$ cat config.mk
export PLATFORM = sky130hd
export DESIGN_NAME = addr_window_xlat
export DESIGN_NICKNAME = d
export VERILOG_FILES = /design/src/rtl/xlat_pkg.sv /design/src/rtl/xlat_win_regs.sv /design/src/rtl/xlat_win_match.sv /design/src/rtl/xlat_prio_sel.sv /design/src/rtl/addr_window_xlat.sv
export SDC_FILE = /design/constraint.sdc
export NUM_CORES = 1
export LEC_CHECK = 0
export BUFFER_PORTS_ARGS = -buffer_cell sky130_fd_sc_hd__buf_2
export CORE_UTILIZATION = 35
export CTS_CLUSTER_SIZE = 12
export DETAILED_ROUTE_END_ITERATION = 6
export GPL_TIMING_DRIVEN = 0
export HOLD_SLACK_MARGIN = 0.02
export PLACE_DENSITY = 0.59
export SLEW_MARGIN = 10
export SYNTH_ARGS = -nofsm -noshare
export SYNTH_HDL_FRONTEND = slang
export SYNTH_HIERARCHICAL = 1
export SYNTH_SLANG_ARGS = --single-unit
$ cat constraint.sdc
create_clock -name clk -period 3.1 [get_ports clk]
set_input_delay 0.31 -clock clk [delete_from_list [all_inputs] [get_ports clk]]
set_output_delay 0.31 -clock clk [all_outputs]
set_load 0.02 [all_outputs]
$ cat src/rtl/xlat_pkg.sv
package xlat_pkg;

   localparam int PA_W    = 36;
   localparam int GRAN_W  = 20;
   localparam int OUT_W   = 30;
   localparam int REG_W   = 64;
   localparam int SEL_W   = 2;
   localparam int MIR_W   = 6;
   localparam int LB_W    = PA_W - GRAN_W;
   localparam int OF_W    = OUT_W - GRAN_W;

   localparam int LO_LSB  = 0;
   localparam int UP_LSB  = 16;
   localparam int OF_LSB  = 32;
   localparam int SEL_LSB = 44;
   localparam int EN_BIT  = 48;
   localparam int MIR_LSB = 56;

   typedef struct packed {
      logic             en;
      logic [SEL_W-1:0] sel;
      logic [OF_W-1:0]  off;
      logic [LB_W-1:0]  up;
      logic [LB_W-1:0]  lo;
   } win_cfg_t;

   function automatic logic [REG_W-1:0] pack_win(input win_cfg_t c);
      logic [REG_W-1:0] r;
      r                        = '0;
      r[LO_LSB +: LB_W]        = c.lo;
      r[UP_LSB +: LB_W]        = c.up;
      r[OF_LSB +: OF_W]        = c.off;
      r[SEL_LSB +: SEL_W]      = c.sel;
      r[EN_BIT]                = c.en;
      r[MIR_LSB +: MIR_W]      = c.lo[LB_W-1 -: MIR_W];
      return r;
   endfunction

   function automatic win_cfg_t unpack_win(input logic [REG_W-1:0] w);
      win_cfg_t c;
      c.lo  = w[LO_LSB +: LB_W];
      c.up  = w[UP_LSB +: LB_W];
      c.off = w[OF_LSB +: OF_W];
      c.sel = w[SEL_LSB +: SEL_W];
      c.en  = w[EN_BIT];
      return c;
   endfunction

   localparam logic [REG_W-1:0] RD_MASK = pack_win('1);
   localparam logic [REG_W-1:0] WR_MASK =
      RD_MASK & ~({{(REG_W-MIR_W){1'b0}}, {MIR_W{1'b1}}} << MIR_LSB);

endpackage

$ cat src/rtl/xlat_win_regs.sv
module xlat_win_regs
   import xlat_pkg::*;
#(
   parameter int NUM_WIN = 4,
   localparam int IDX_W  = $clog2(NUM_WIN)
) (
   input  logic                     clk_i,
   input  logic                     rst_ni,
   input  logic                     wr_i,
   input  logic [IDX_W-1:0]         idx_i,
   input  logic [REG_W-1:0]         wdata_i,
   output logic [REG_W-1:0]         rdata_o,
   output win_cfg_t [NUM_WIN-1:0]   cfg_o
);

   win_cfg_t [NUM_WIN-1:0] win_q;
   logic     [NUM_WIN-1:0] wsel;
   win_cfg_t               wcfg;

   if (NUM_WIN < 2) begin : g_bad_num
      $error("xlat_win_regs: NUM_WIN must be at least 2");
   end
   if (LB_W < MIR_W) begin : g_bad_mir
      $error("xlat_win_regs: bound field narrower than mirror field");
   end

   assign wcfg = unpack_win(wdata_i);

   logic unused_wdata;
   assign unused_wdata = ^(wdata_i & ~WR_MASK);

   for (genvar i = 0; i < NUM_WIN; i++) begin : g_win
      assign wsel[i] = wr_i && (idx_i == IDX_W'(i));

      always_ff @(posedge clk_i or negedge rst_ni) begin
         if (!rst_ni) begin
            win_q[i] <= '0;
         end else if (wsel[i]) begin
            win_q[i] <= wcfg;
         end
      end


      other_win_hold_chk: assert property (@(posedge clk_i) disable iff (!rst_ni)
         !wsel[i] |=> $stable(win_q[i]));


      write_lands_chk: assert property (@(posedge clk_i) disable iff (!rst_ni)
         wsel[i] |=> (pack_win(win_q[i]) & WR_MASK) == ($past(wdata_i) & WR_MASK));
   end

   if (NUM_WIN == (1 << IDX_W)) begin : g_rd_full
      assign rdata_o = pack_win(win_q[idx_i]);
   end else begin : g_rd_part
      always_comb begin
         rdata_o = '0;
         for (int i = 0; i < NUM_WIN; i++) begin
            if (idx_i == IDX_W'(i)) rdata_o = pack_win(win_q[i]);
         end
      end
   end

   assign cfg_o = win_q;


   mirror_rd_chk: assert property (@(posedge clk_i) disable iff (!rst_ni)
      rdata_o[MIR_LSB +: MIR_W] == rdata_o[LO_LSB + LB_W - MIR_W +: MIR_W]);


   reserved_zero_chk: assert property (@(posedge clk_i) disable iff (!rst_ni)
      (rdata_o & ~RD_MASK) == '0);

endmodule

$ cat src/rtl/xlat_win_match.sv
module xlat_win_match
   import xlat_pkg::*;
(
   input  logic              clk_i,
   input  logic              rst_ni,
   input  win_cfg_t          cfg_i,
   input  logic [PA_W-1:0]   epa_i,
   output logic              match_o,
   output logic [OUT_W-1:0]  xaddr_o,
   output logic              chan_o
);

   logic [PA_W-1:0]  lo_full;
   logic [PA_W-1:0]  up_full;
   logic [PA_W-1:0]  diff;
   logic [OUT_W-1:0] off_full;
   logic             in_rng;

   assign lo_full  = {cfg_i.lo, {GRAN_W{1'b0}}};
   assign up_full  = {cfg_i.up, {GRAN_W{1'b1}}};
   assign off_full = {cfg_i.off, {GRAN_W{1'b0}}};

   assign in_rng  = (epa_i >= lo_full) && (epa_i <= up_full);
   assign match_o = cfg_i.en && in_rng;

   assign diff    = epa_i - lo_full;
   assign xaddr_o = diff[OUT_W-1:0] + off_full;
   assign chan_o  = cfg_i.sel[SEL_W-1];

   logic unused_bits;
   assign unused_bits = ^{diff[PA_W-1:OUT_W], cfg_i.sel[SEL_W-2:0]};


   low_bits_pass_chk: assert property (@(posedge clk_i) disable iff (!rst_ni)
      match_o |-> xaddr_o[GRAN_W-1:0] == epa_i[GRAN_W-1:0]);

endmodule

$ cat src/rtl/xlat_prio_sel.sv
module xlat_prio_sel
   import xlat_pkg::*;
#(
   parameter int NUM_WIN   = 4,
   parameter bit LOW_FIRST = 1'b1
) (
   input  logic                           clk_i,
   input  logic                           rst_ni,
   input  logic [NUM_WIN-1:0]             match_i,
   input  logic [NUM_WIN-1:0][OUT_W-1:0]  xaddr_i,
   input  logic [NUM_WIN-1:0]             chan_i,
   output logic                           hit_o,
   output logic [OUT_W-1:0]               addr_o,
   output logic                           chan_o
);

   logic [NUM_WIN-1:0] grant;

   if (LOW_FIRST) begin : g_low_first
      always_comb begin
         grant = '0;
         for (int i = NUM_WIN - 1; i >= 0; i--) begin
            if (match_i[i]) begin
               grant    = '0;
               grant[i] = 1'b1;
            end
         end
      end
   end else begin : g_high_first
      always_comb begin
         grant = '0;
         for (int i = 0; i < NUM_WIN; i++) begin
            if (match_i[i]) begin
               grant    = '0;
               grant[i] = 1'b1;
            end
         end
      end
   end

   always_comb begin
      addr_o = '0;
      chan_o = 1'b0;
      for (int i = 0; i < NUM_WIN; i++) begin
         addr_o = addr_o | (grant[i] ? xaddr_i[i] : '0);
         chan_o = chan_o | (grant[i] & chan_i[i]);
      end
   end

   assign hit_o = |grant;


   one_winner_chk: assert property (@(posedge clk_i) disable iff (!rst_ni)
      $onehot0(grant));


   miss_zero_chk: assert property (@(posedge clk_i) disable iff (!rst_ni)
      !hit_o |-> (addr_o == '0 && chan_o == 1'b0));

   for (genvar i = 0; i < NUM_WIN; i++) begin : g_chk
      localparam logic [NUM_WIN-1:0] BELOW = NUM_WIN'((64'd1 << i) - 64'd1);
      localparam logic [NUM_WIN-1:0] ABOVE = ~BELOW & ~NUM_WIN'(64'd1 << i);


      grant_needs_match_chk: assert property (@(posedge clk_i) disable iff (!rst_ni)
         grant[i] |-> match_i[i]);


      lowest_wins_chk: assert property (@(posedge clk_i) disable iff (!rst_ni)
         grant[i] |-> ((match_i & (LOW_FIRST ? BELOW : ABOVE)) == '0));
   end

endmodule

$ cat src/rtl/addr_window_xlat.sv
module addr_window_xlat
   import xlat_pkg::*;
#(
   parameter int  NUM_WIN   = 4,
   parameter bit  LOW_FIRST = 1'b1,
   localparam int IDX_W     = $clog2(NUM_WIN)
) (
   input  logic               clk,
   input  logic               rst_n,
   input  logic               reg_wr,
   input  logic [IDX_W-1:0]   reg_idx,
   input  logic [63:0]        reg_wdata,
   output logic [63:0]        reg_rdata,
   input  logic [35:0]        epa,
   output logic               hit,
   output logic [29:0]        ddr_addr,
   output logic               ddr_chan
);

   if (REG_W != 64 || PA_W != 36 || OUT_W != 30) begin : g_bad_w
      $error("addr_window_xlat: package widths do not fit the port list");
   end

   win_cfg_t [NUM_WIN-1:0]            cfg;
   logic     [NUM_WIN-1:0]            match;
   logic     [NUM_WIN-1:0][OUT_W-1:0] xaddr;
   logic     [NUM_WIN-1:0]            chan;

   xlat_win_regs #(.NUM_WIN(NUM_WIN)) i_regs (
      .clk_i   (clk),
      .rst_ni  (rst_n),
      .wr_i    (reg_wr),
      .idx_i   (reg_idx),
      .wdata_i (reg_wdata),
      .rdata_o (reg_rdata),
      .cfg_o   (cfg)
   );

   for (genvar i = 0; i < NUM_WIN; i++) begin : g_win
      xlat_win_match i_match (
         .clk_i   (clk),
         .rst_ni  (rst_n),
         .cfg_i   (cfg[i]),
         .epa_i   (epa),
         .match_o (match[i]),
         .xaddr_o (xaddr[i]),
         .chan_o  (chan[i])
      );


      off_never_hits_chk: assert property (@(posedge clk) disable iff (!rst_n)
         !reg_rdata[EN_BIT] && (reg_idx == IDX_W'(i)) |-> !match[i]);
   end

   xlat_prio_sel #(.NUM_WIN(NUM_WIN), .LOW_FIRST(LOW_FIRST)) i_sel (
      .clk_i   (clk),
      .rst_ni  (rst_n),
      .match_i (match),
      .xaddr_i (xaddr),
      .chan_i  (chan),
      .hit_o   (hit),
      .addr_o  (ddr_addr),
      .chan_o  (ddr_chan)
   );

endmodule

=== Yosys cells after proc, flatten, opt, wreduce, memory -nomap -nowiden ===
Index checks and enable logic that the tools add are counted.

* Register bits after elaboration: 180
* Input port bits: 105
* Output and inout port bits: 96
* Word-level logic and storage cells: 74

* Add/sub/neg operators: 8
* Magnitude comparators: 9
* Equal/unequal tests: 3
* Muxes and demuxes: 10
* Bitwise logic cells: 10
* Reductions and logical operators: 14

{| class="wikitable"
|+ Operators by type and width
! kind !! count
|-
| 36-bit greater-or-equal comparator || 4
|-
| 36-bit <= comparator || 4
|-
| 30-bit adder || 4
|-
| 30-bit two-way mux || 4
|-
| 30-bit subtractor || 4
|-
| 45-bit binary-select mux with 2-bit select || 1
|-
| 30-bit bitwise OR || 3
|-
| 45-bit two-way mux || 1
|-
| 4-bit two-way mux || 4
|-
| 1-bit logical AND || 12
|-
| 1-bit bitwise AND || 4
|-
| 2-bit equality test, second input constant || 2
|-
| 4-bit OR reduction || 1
|-
| 2-bit by 3-bit less-than comparator with 1-bit output, second input constant || 1
|-
| 1-bit bitwise OR || 3
|-
| 2-bit by 1-bit equality test with 1-bit output, second input constant || 1
|-
| 2-bit zero test || 1
|}

=== Depth between registers and ports, before layout ===
* Depth in word-level cells: 11
* Gate-level depth with buffers: 14

=== Modules after synthesis ===
The synthesis kept the hierarchy.

{| class="wikitable"
|+ By module, submodules not included
! module !! instances !! cells each !! area an instance (um^2) !! seq. area each (um^2)
|-
| xlat_win_regs || 1 || 458 || 7,950.1 || 4,504.3
|-
| xlat_win_match at g_win[2].i_match ... || 2 || 436 || 3,240.6 || 0.0
|-
| xlat_win_match at g_win[0].i_match || 1 || 433 || 3,175.5 || 0.0
|-
| xlat_win_match at g_win[1].i_match || 1 || 436 || 3,134.3 || 0.0
|-
| xlat_prio_sel || 1 || 144 || 905.9 || 0.0
|}

=== Worst setup path before layout ===
No wires, ideal clock.

* Path type: register to output
* From: register i_regs.win_q, in the netlist i_regs/cfg_o[47]
* To: output port ddr_addr[29]
* Arrival: 3,033 ps
* Required time: 2,790 ps
* Setup slack: -243 ps
* Cell stages (with the launch flop): 14
* Buffers on the path: 1
* Cells stage by stage: dfrtp_1 -> fa_1 -> inv_1 -> ha_1 -> clkbuf_1 -> a21o_1 -> nand2_1 -> nand2_1 -> a2111oi_0 -> nor3_1 -> o41ai_1 -> nor3_1 -> a221oi_1 -> o21ai_1

{| class="wikitable"
|+ RTL lines
! what !! RTL line !! text
|-
| from (decl) || xlat_win_regs.sv:16 || <nowiki>win_cfg_t [NUM_WIN-1:0] win_q;</nowiki>
|-
| from (signal, indexed assignment) || xlat_win_regs.sv:39 || <nowiki>win_q[i] <= wcfg;</nowiki>
|-
| to (decl) || addr_window_xlat.sv:16 || <nowiki>output logic [29:0] ddr_addr,</nowiki>
|}

=== Final worst setup path ===
* From: register i_regs.win_q, in the netlist i_regs/cfg_o[3]
* To: output port ddr_addr[29]

* Word-level cells in the longest chain between the ends: 8
* Elaborated cells between the ends (all ways): 13
* Classes of those cells: add/sub (2); order compare (1); mux (5); bitwise (3); reduce/logical (2)

{| class="wikitable"
|+ RTL lines
! what !! RTL line !! text
|-
| 36-bit greater-or-equal comparator (*) || xlat_win_match.sv:23 || <nowiki>assign in_rng = (epa_i >= lo_full) && (epa_i <= up_full);</nowiki>
|-
| 1-bit logical AND (*) || xlat_win_match.sv:23 ||
|-
| 1-bit logical AND (*) || xlat_win_match.sv:24 || <nowiki>assign match_o = cfg_i.en && in_rng;</nowiki>
|-
| named net match[0] || addr_window_xlat.sv:25 || <nowiki>logic [NUM_WIN-1:0] match;</nowiki>
|-
| 4-bit two-way mux (*) || xlat_prio_sel.sv:23 || <nowiki>if (match_i[i]) begin</nowiki>
|-
| 30-bit two-way mux || xlat_prio_sel.sv:45 || <nowiki>addr_o = addr_o | (grant[i] ? xaddr_i[i] : '0);</nowiki>
|-
| 30-bit bitwise OR (2 in a row) || xlat_prio_sel.sv:45 ||
|-
| 30-bit bitwise OR (*) || xlat_prio_sel.sv:45 ||
|}

The timed path passes the listed nets; every way through them passes the cells marked *.

==> impl_metrics.toml <==
[run_status]
run_status = "finished with violations"
failed_checks = "setup timing"

[timing]
hold_violations = 0
whs_ns = 0.1060
rsz0062_at_grt = "true"
finalSetupViolCount = 32
fmax_mhz = 245.7
maxSlewHeadroom = 0.3508
drv_slew = 0
tightestPinTransition_ns = 0.9668
skew_ns = 0
min_period_over_period = 1.313
timing.final.ws_setup_ns = -0.9692
period_minus_slack_ns = 4.069

[yosys]
ys_warn_count = 6
synthArstFlopShare = 1.000
synthMuxAreaShare = 0.1414
synthSimpleGateAreaFrac = 0.1327
ys_seq_area_frac = 0.2081
synthAdderAreaFrac = 0.2136
ys.flop_type = "dfrtp_1"
ys_ff_latch = 180
syn_avg_cell_area_um2 = 9.239
synthXorXnorAreaFrac = 0.04167
synth_compound_area_frac = 0.1686
syn_inst = 2343
syn-cell-area_mm2 = 0.02165
synth_edf_count = 0
synth_top_family_by_area = "adder cells"
synthDistinctLibCells = 96

[run]
maxCapViolations = 0

[placement]
dp_hpwl_um = 57800
port-buffer-count = 168
gp_congestion = 0.9468

[final_layout]
final_nets = 3016
drive_above_1_share = 0.3059
fin_util = 0.4256
area_delta_synth_final_pct = 19.32
largest_reg_flops = 180

[setup_path]
cp.arrival_ns = 3.76
crit_path_start = "i_regs/cfg_o[3]$_DFFE_PN0P_"
crit_type = "register to primary output"
rr_startpoint = "i_regs/cfg_o[2]$_DFFE_PN0P_"
endpoint_kind = "primary output"
critPathRequiredTime_ns = 2.79
path_max_fanout = 6
crit_path_start_kind = "register"

[clock_tree]
clk_latency_ns = 0.45
cts_sinks = 180
cts.htree.levels = 4
numCtsBuffers = 17
clk_path_buf_depth = 2
clkTransAtPathRegs_ns = 0.08
cts_tree = "done"
ctsRootBufferMaster = "clkbuf_16"

[grt]
grt_usage = 0.2235
grt_pass1_vias = 18840
grt_max_degree = 93
grt_pass1_wl_um = 107700
grt.overflow.total = 0
antenna_found_initial = 13

[floorplan]
die_w_um = 250.7
die_height_um = 250.7
io_pins = 201
initial_core_util = 0.3566
dieArea_mm2 = 0.06285
core_mm2 = 0.06070
row_count = 90

[detailed_routing]
drt_iter0_drc = 1112
drc = 0
vias_per_cell = 5.456
routed_wl_um = 70830
ant_nets = 0
via_count = 18340
dr.pass1.iters = 5
routedWlPerCell_um = 21.07

[min_path]
min_from = "reg_wdata[37]"
hp-class = "input port to register"

[power]
p_per_area_mw_per_mm2 = 607.4
p_leak_uw = 0.01236
peakVddDrop_mv = 0.3937
==> path summary, 6_finish.rpt <==
check                                                end  slack [ns]  cells past startpoint
setup reg to reg             i_regs/cfg_o[2]$_DFFE_PN0P_        2.11                      2
hold / removal             i_regs/cfg_o[172]$_DFFE_PN0P_        0.11                      2
hold reg to reg            i_regs/cfg_o[132]$_DFFE_PN0P_        0.50                      1
max in group asynchronous   i_regs/cfg_o[66]$_DFFE_PN0P_        1.77                      3
setup / recovery                            ddr_addr[29]       -0.97                     16
min in group asynchronous   i_regs/cfg_o[10]$_DFFE_PN0P_        0.44                      2
==> layout make-up <==
class | instances | area, um^2
fillers | 5876 | 34870
diodes | 3 | 7.507
clock inverters | 15 | 162.7
repair buffers | 199 | 1403
well taps | 782 | 978.4
multi-input cells | 1713 | 16240
plain buffers | 86 | 729.5
clock buffers | 17 | 425.4
inverters | 366 | 1374
flip-flops and latches | 180 | 4513
==> critical path, cell delays in order, from the launching register on <==
cell and delay, ns:
dfrtp_2 0.37, inv_2 0.05, ha_4 0.27, nor4bb_4 0.19
nand4_1 0.23, or3_4 0.44, a31oi_4 0.19, o221ai_2 0.14
a211o_1 0.32, a21oi_2 0.17, buf_4 0.14, buf_12 0.14
buf_12 0.11, buf_16 0.12, a221oi_4 0.05, o21ai_2 0.21
buf_6 0.14
==> routing by layer <==
layer | vias up | global-route usage | routed length (um)
met5 | - | 0 | 111
met4 | 18 | 0.06398 | 1634
li1 | 8655 | - | -
met1 | 9066 | 0.2827 | 30620
met2 | 501 | 0.3930 | 34730
met3 | 98 | 0.03180 | 3737
==> what timing repair did <==
item / 4_1_cts / 5_1_grt
gates resized for setup: 200 / 128
setup buffers: 16 / 9
gates cloned: 5 / 1
setup endpoints to repair: 32 / 32
pin swaps: 36 / 25
hold endpoints to repair: 88 / 0
hold buffers: 1 / 0
==> cells in the mapped netlist (all sizes together), types with 6 or more instances <==
cell / n / share of area
clkbuf: 21 / 0.0036
o211ai: 12 / 0.0042
mux4: 45 / 0.047
and3: 10 / 0.0029
a31oi: 16 / 0.0092
nand4: 38 / 0.011
buf: 72 / 0.025
a21oi: 144 / 0.035
a221oi: 34 / 0.014
mux2: 181 / 0.094
nor3b: 11 / 0.0045
a21boi: 6 / 0.0023
o21a: 11 / 0.0038
nor3: 46 / 0.013
o221ai: 7 / 0.0053
nor2: 120 / 0.022
a21o: 56 / 0.019
nand3: 37 / 0.0096
o22ai: 6 / 0.0026
o31ai: 12 / 0.0065
nand2: 94 / 0.017
nand2b: 45 / 0.014
inv: 366 / 0.063
a211oi: 23 / 0.0089
o21ai: 110 / 0.026
a211o: 11 / 0.0045
fa: 36 / 0.033
nor2b: 74 / 0.022
dfrtp: 180 / 0.21
xor2: 51 / 0.021
nor4: 11 / 0.0032
o21bai: 8 / 0.0028
and2: 6 / 0.0020
o41ai: 12 / 0.0076
xnor2: 52 / 0.021
ha: 312 / 0.18
==> layout by cell type (no fill, tap or decap), drive strengths merged, types with 13 or more instances in the layout <==
cell type,instances
conb,13
a21oi,144
clkbuf,28
xor2,51
fa,36
nand2,94
buf,273
nand3,37
a21o,56
o21ai,110
inv,374
a221oi,34
mux4,45
a211oi,23
nor3,46
dfrtp,180
nor2,120
nand2b,45
nor2b,74
ha,312
xnor2,52
mux2,181
a31oi,16
nand4,38
==> stage by stage <==
| step | setup WS (ns) | total power [uW] | area, um^2 | setup TNS [ns] | cells |
|---|---|---|---|---|---|
| 3_5_place_dp | -1.358 | 11960 | 23630 | -40.41 | 3306 |
| 2_1_floorplan | -0.01309 | 9394 | 21780 | -0.07839 | 2355 |
| 6_report | -0.9692 | 15690 | 25830 | -29.53 | 3361 |
| 5_1_grt | -1.061 | 16760 | 25830 | -32.45 | 3360 |
| 3_3_place_gp | -1.343 | 11840 | 23600 | -239.88 | 3305 |
| 4_1_cts | -1.014 | 14930 | 25160 | -31.32 | 3360 |
==> where the power goes <==
part           internal (uW)  total [uW]  leakage, uW  switching, uW
Clock                   1140        2190     0.000282           1050
Sequential              2800        3260      0.00212            457
Combinational           4390       10200      0.00995           5850
==> kinds of logic (layout without fill, tap and decap cells) <==
group,count (synthesis),in the layout
compound gates,501,501
xor+xnor,103,103
fa+ha+maj,348,348
buf+inv,462,683
flops,180,180
mux,227,227
other cells,1,16
simple gates,521,521
Note: power is estimated with default switching activity, not from simulation.
